## config.mk

```make
export PLATFORM = sky130hd
export DESIGN_NAME = host_tx_path
export DESIGN_NICKNAME = d
export VERILOG_FILES = /design/src/rtl/hptx_pkg.sv /design/src/rtl/hptx_ctl_reg.sv /design/src/rtl/hptx_hold_stage.sv /design/src/rtl/hptx_rx_stage.sv /design/src/rtl/host_tx_path.sv
export SDC_FILE = /design/constraint.sdc
export NUM_CORES = 1
export LEC_CHECK = 0
export ABC_AREA = 1
export ABC_CLOCK_PERIOD_IN_PS = 3000
export BUFFER_PORTS_ARGS = -buffer_cell sky130_fd_sc_hd__buf_2
export CELL_PAD_IN_SITES_DETAIL_PLACEMENT = 0
export CELL_PAD_IN_SITES_GLOBAL_PLACEMENT = 1
export CORE_UTILIZATION = 41
export CTS_BUF_LIST = sky130_fd_sc_hd__clkbuf_8 sky130_fd_sc_hd__clkbuf_16
export DETAILED_ROUTE_END_ITERATION = 8
export GPL_TIMING_DRIVEN = 0
export PLACE_DENSITY_LB_ADDON = 0.1
export REMOVE_ABC_BUFFERS = 1
export SLEW_MARGIN = 25
export SYNTH_ARGS = -nofsm -noshare
export SYNTH_HDL_FRONTEND = slang
export SYNTH_SLANG_ARGS = --single-unit
```

## constraint.sdc

```tcl
create_clock -name clk -period 3 [get_ports clk]
set_input_delay 0.15 -clock clk [delete_from_list [all_inputs] [get_ports clk]]
set_output_delay 0.15 -clock clk [all_outputs]
set_load 0.03 [all_outputs]
```

## src/rtl/hptx_pkg.sv

```systemverilog
package hptx_pkg;
  parameter int unsigned HPTX_DATA_W = 32;
  parameter int unsigned HPTX_HF_W   = 2;

  typedef struct packed {
    logic                 ien;
    logic                 hold;
    logic [HPTX_HF_W-1:0] hf;
  } hptx_ctl_t;

  localparam hptx_ctl_t HPTX_CTL_RST = '{ien: 1'b0, hold: 1'b1, hf: '0};
endpackage

```

## src/rtl/hptx_ctl_reg.sv

```systemverilog
module hptx_ctl_reg
  import hptx_pkg::*;
(
  input  logic      clk,
  input  logic      rst_n,
  input  logic      sw_rst,
  input  logic      wr_en,
  input  hptx_ctl_t wr_val,
  output hptx_ctl_t ctl_q
);
  hptx_ctl_t ctl_d;

  always_comb begin
    ctl_d = ctl_q;
    if (sw_rst)     ctl_d = HPTX_CTL_RST;
    else if (wr_en) ctl_d = wr_val;
  end

  always_ff @(posedge clk or negedge rst_n) begin
    if (!rst_n) ctl_q <= HPTX_CTL_RST;
    else        ctl_q <= ctl_d;
  end
endmodule

```

## src/rtl/hptx_hold_stage.sv

```systemverilog
module hptx_hold_stage #(
  parameter int unsigned DATA_W = 32
) (
  input  logic              clk,
  input  logic              rst_n,
  input  logic              flush,
  input  logic              set_empty,
  input  logic              load,
  input  logic [DATA_W-1:0] load_data,
  input  logic              drain,
  output logic [DATA_W-1:0] data_q,
  output logic              empty_q
);
  logic              empty_d;
  logic [DATA_W-1:0] data_d;
  logic              data_en;

  always_comb begin
    empty_d = empty_q;
    if (flush)          empty_d = 1'b1;
    else if (set_empty) empty_d = 1'b1;
    else if (load)      empty_d = 1'b0;
    else if (drain)     empty_d = 1'b1;
  end

  assign data_en = load & ~flush;
  assign data_d  = data_en ? load_data : data_q;

  always_ff @(posedge clk or negedge rst_n) begin
    if (!rst_n) begin
      empty_q <= 1'b1;
      data_q  <= '0;
    end else begin
      empty_q <= empty_d;
      data_q  <= data_d;
    end
  end
endmodule

```

## src/rtl/hptx_rx_stage.sv

```systemverilog
module hptx_rx_stage #(
  parameter int unsigned DATA_W = 32
) (
  input  logic              clk,
  input  logic              rst_n,
  input  logic              flush,
  input  logic              clr_full,
  input  logic              fill,
  input  logic [DATA_W-1:0] fill_data,
  input  logic              consume,
  output logic [DATA_W-1:0] data_q,
  output logic              full_q
);
  logic              full_d;
  logic [DATA_W-1:0] data_d;

  always_comb begin
    full_d = full_q;
    if (flush)         full_d = 1'b0;
    else if (clr_full) full_d = 1'b0;
    else if (fill)     full_d = 1'b1;
    else if (consume)  full_d = 1'b0;
  end

  assign data_d = fill ? fill_data : data_q;

  always_ff @(posedge clk or negedge rst_n) begin
    if (!rst_n) begin
      full_q <= 1'b0;
      data_q <= '0;
    end else begin
      full_q <= full_d;
      data_q <= data_d;
    end
  end
endmodule

```

## src/rtl/host_tx_path.sv

```systemverilog
module host_tx_path
  import hptx_pkg::*;
#(
  parameter int unsigned DATA_W = HPTX_DATA_W,
  parameter int unsigned HF_W   = HPTX_HF_W
) (
  input  logic              clk,
  input  logic              rst_n,
  input  logic              sw_rst,
  input  logic              ctl_we,
  input  logic              ctl_ien,
  input  logic              ctl_hold,
  input  logic [HF_W-1:0]   ctl_hf,
  input  logic              loc_we,
  input  logic [DATA_W-1:0] loc_wdata,
  output logic              tx_empty,
  output logic              tx_irq,
  input  logic              host_re,
  output logic [DATA_W-1:0] host_rdata,
  output logic              host_rxf,
  output logic [HF_W-1:0]   host_hf,
  input  logic              init_req,
  input  logic              init_rx_dir,
  input  logic              init_tx_dir
);
  hptx_ctl_t         ctl_wr;
  hptx_ctl_t         ctl_q;
  logic              active;
  logic              flush;
  logic              xfer;
  logic [DATA_W-1:0] txh_q;
  logic              hold_q;
  logic              ien_q;

  assign ctl_wr = '{ien: ctl_ien, hold: ctl_hold, hf: ctl_hf};

  hptx_ctl_reg u_ctl (
    .clk    (clk),
    .rst_n  (rst_n),
    .sw_rst (sw_rst),
    .wr_en  (ctl_we),
    .wr_val (ctl_wr),
    .ctl_q  (ctl_q)
  );

  assign hold_q = ctl_q.hold;
  assign ien_q  = ctl_q.ien;
  assign active = ~hold_q;
  assign flush  = sw_rst | (ctl_we & ctl_hold);
  assign xfer   = active & ~flush & ~tx_empty & ~host_rxf &
                  ~(init_req & init_tx_dir);

  hptx_hold_stage #(.DATA_W(DATA_W)) u_tx (
    .clk       (clk),
    .rst_n     (rst_n),
    .flush     (flush),
    .set_empty (active & init_req & init_rx_dir),
    .load      (active & loc_we),
    .load_data (loc_wdata),
    .drain     (xfer),
    .data_q    (txh_q),
    .empty_q   (tx_empty)
  );

  hptx_rx_stage #(.DATA_W(DATA_W)) u_rx (
    .clk       (clk),
    .rst_n     (rst_n),
    .flush     (flush),
    .clr_full  (active & init_req & init_tx_dir),
    .fill      (xfer),
    .fill_data (txh_q),
    .consume   (active & host_re & host_rxf),
    .data_q    (host_rdata),
    .full_q    (host_rxf)
  );

  assign tx_irq  = ien_q & tx_empty;
  assign host_hf = ctl_q.hf;
endmodule

```

==> qor.csv <==
metric,value,unit
status,"complete, no violations",
startpoint_type,flip-flop,
routed_wl,5933,µm
hp-class,input pin to flip-flop,
swShare,31.39,%
n_antenna_cell,0,
yosysSeqAreaShare,60.07,%
p_leak,2.028,nW
switching_power,0.0008303,W
max_freq,491.5,MHz
first_pass_iters,5,
multi_input_area,979.7,µm²
yosysUniqueCellTypes,21,
wl_per_cell,11.96,µm
syn_inst,318,
crit_type,flip-flop to flip-flop,
clock-sinks,70,
nNetsFinal,440,
grt_max_degree,38,
io_buffers,81,
grt_pass1_vias,2031,
p_clk_share,30.5,%
critPathArrivalTime,2.29,ns
finalHoldViolations,0,
drcViolationCount,0,
root_buffer,clkbuf_8,
vias,2207,
highest_layer,met4,
finalClockSkew,0.006617,ns
grt_usage,17.09,%
pwr_density_cell,744.3,nW/µm²
rsz0062_at_grt,no,
r2r_cells,5,
met3_length,214,µm
layout.cells.non_filler,496,
worst-slew-pin-transition,0.9891,ns
first_iter_violations,83,
dp_hpwl,3625,µm
synthTopCellsByArea,"dfrtp_1, nand2_1, o21ai_0",
maxCapViolCount,0,
clk_pin_slew,0.07,ns
setup_tns,0,ns
wl_met1,2613,µm
die_w,86.40,µm
vias_per_cell,4.450,
fin_crit,2.035,ns
combPwrFrac,22.2,%
seqCellArea,1754,µm²
syn_to_final_growth,21.68,%
antenna_found_initial,0,
p_int,0.001815,W
seq_power_share,47.2,%
setup_violations,0,
cp.required,3.26,ns
vdd_drop_max,0.0003055,V
grt_pass1_wl,9742,µm
clock_latency,0.32,ns
grt-ovfl-total,0,
synth_top_area_cell,dfrtp_1,
start_util,42.75,%
synth-seq-cells,70,
core,6832,µm²
clockBufferDepth,2,
synth_area,2920,µm²
drive_gt1_share,31.00,%
dr_wl_met2,2994,µm
nFillCells,705,
endpoint_kind,flip-flop,
synth_top_area_share,58.27,%
ios,82,
ys.warnings.count,0,
hold_depth,3,
syn_avg_cell_area,9.183,µm²
final.period_utilization,67.82,%
ctsHtreeMaxLevel,3,
cp_max_fo,33,
final_antenna_net_count,0,
slew-limit-headroom,33.99,%
cts_tree,built,
placed_area,3328,µm²
slew_violations,0,
die_h,86.40,µm
dieArea,7464,µm²
cts_setup_buffers,0,
cts_made_buffers,9,
gp_congestion,0.7376,
rows,30,
final_cell_area,3553,µm²
dp_cells,479,
-- worst max-delay path: stages, from the launching register on --
cell and delay (ns):
dfstp_2 0.38, nor2_2 0.14, inv_1 0.43, nor2_4 0.77, nand2_1 0.12, nand2_1 0.10
-- flip-flops by register name, indices dropped and copies added, names as in the netlist --
name / cells
u_ctl.ctl_q: 4
u_tx.data_q: 32
u_rx.data_q: 32
u_rx.full_q: 1
u_tx.empty_q: 1
-- metrics by stage --
stage / utilization, % / power, W / hold WS [ns] / worst slack [ns]
after floorplan: - / 0.001652 / -0.1456 / 1.549
after global placement: 48.39 / 0.001845 / 0.3501 / 0.9688
after detailed placement: 48.72 / 0.001865 / 0.1459 / 0.9352
after CTS: 52.01 / 0.002686 / 0.001331 / 0.8953
after global routing: 52.01 / 0.002805 / 0.01652 / 0.6671
final: 52.01 / 0.002645 / 0.01676 / 0.9653
-- cell families (layout without fill, tap and decap cells) --
logic type      Yosys count  count (layout)  share of synthesized area, %
compound gates           37              37                         6.341
buf+inv                  28             110                         6.384
flops                    70              70                         60.07
simple gates            183             183                         27.21
-- layout by cell type (no fill, tap or decap), drive strengths merged, types with 2 or more instances in the layout --
cell / Yosys / final
nor2: 5 / 5
dfrtp: 68 / 68
o21ai: 37 / 37
bufinv: 0 / 2
clkbuf: 6 / 10
dfstp: 2 / 2
clkinv: 0 / 2
inv: 11 / 13
buf: 11 / 82
nand2: 168 / 168
nand3: 8 / 8
-- synth_stat cells (all sizes together) --
cell type  number
buf            11
dfstp           2
dfrtp          68
nand2         168
nand3           8
clkbuf          6
inv            11
nor2            5
or2             1
nand3b          1
o21ai          37
-- per-layer routing --
metal | global-route usage [%] | vias to the layer above
met5 | 0 | -
met1 | 20.42 | 1006
met4 | 6.970 | 0
li1 | - | 1137
met2 | 30.23 | 54
met3 | 3.333 | 10
-- what timing repair did --
action,CTS,global route
hold endpoints to repair,34,0
resized for setup,0,0
hold buffers,1,0
-- power groups by stage --
stage | clock network, W | logic [W] | registers (W)
after floorplan | 0 | 0.000188 | 0.00146
after global placement | 0 | 0.000582 | 0.00126
after detailed placement | 0 | 0.000597 | 0.00127
after CTS | 0.000836 | 0.000599 | 0.00125
after global routing | 0.000876 | 0.000650 | 0.00128
final | 0.000807 | 0.000588 | 0.00125
-- worst paths after layout --
path / from / to / slack, ns
setup / recovery: u_ctl.ctl_q[2] / u_tx.data_q[12] / 0.97
hold / removal: loc_wdata[4] / u_tx.data_q[4] / 0.02
setup reg to reg: u_ctl.ctl_q[2] / u_tx.data_q[12] / 0.97
hold reg to reg: u_tx.data_q[2] / u_rx.data_q[2] / 0.46
max in group asynchronous: rst_n / u_tx.data_q[10] / 2.12
min in group asynchronous: rst_n / u_ctl.ctl_q[1] / 0.32
-- layout make-up --
type,count,area share (%)
multi-input cells,220,27.57
well taps,96,3.380
repair buffers,83,12.32
clock buffers,10,3.873
clock inverters,6,2.183
inverters,11,1.303
flip-flops and latches,70,49.37
(Power assumes the default switching activity.)
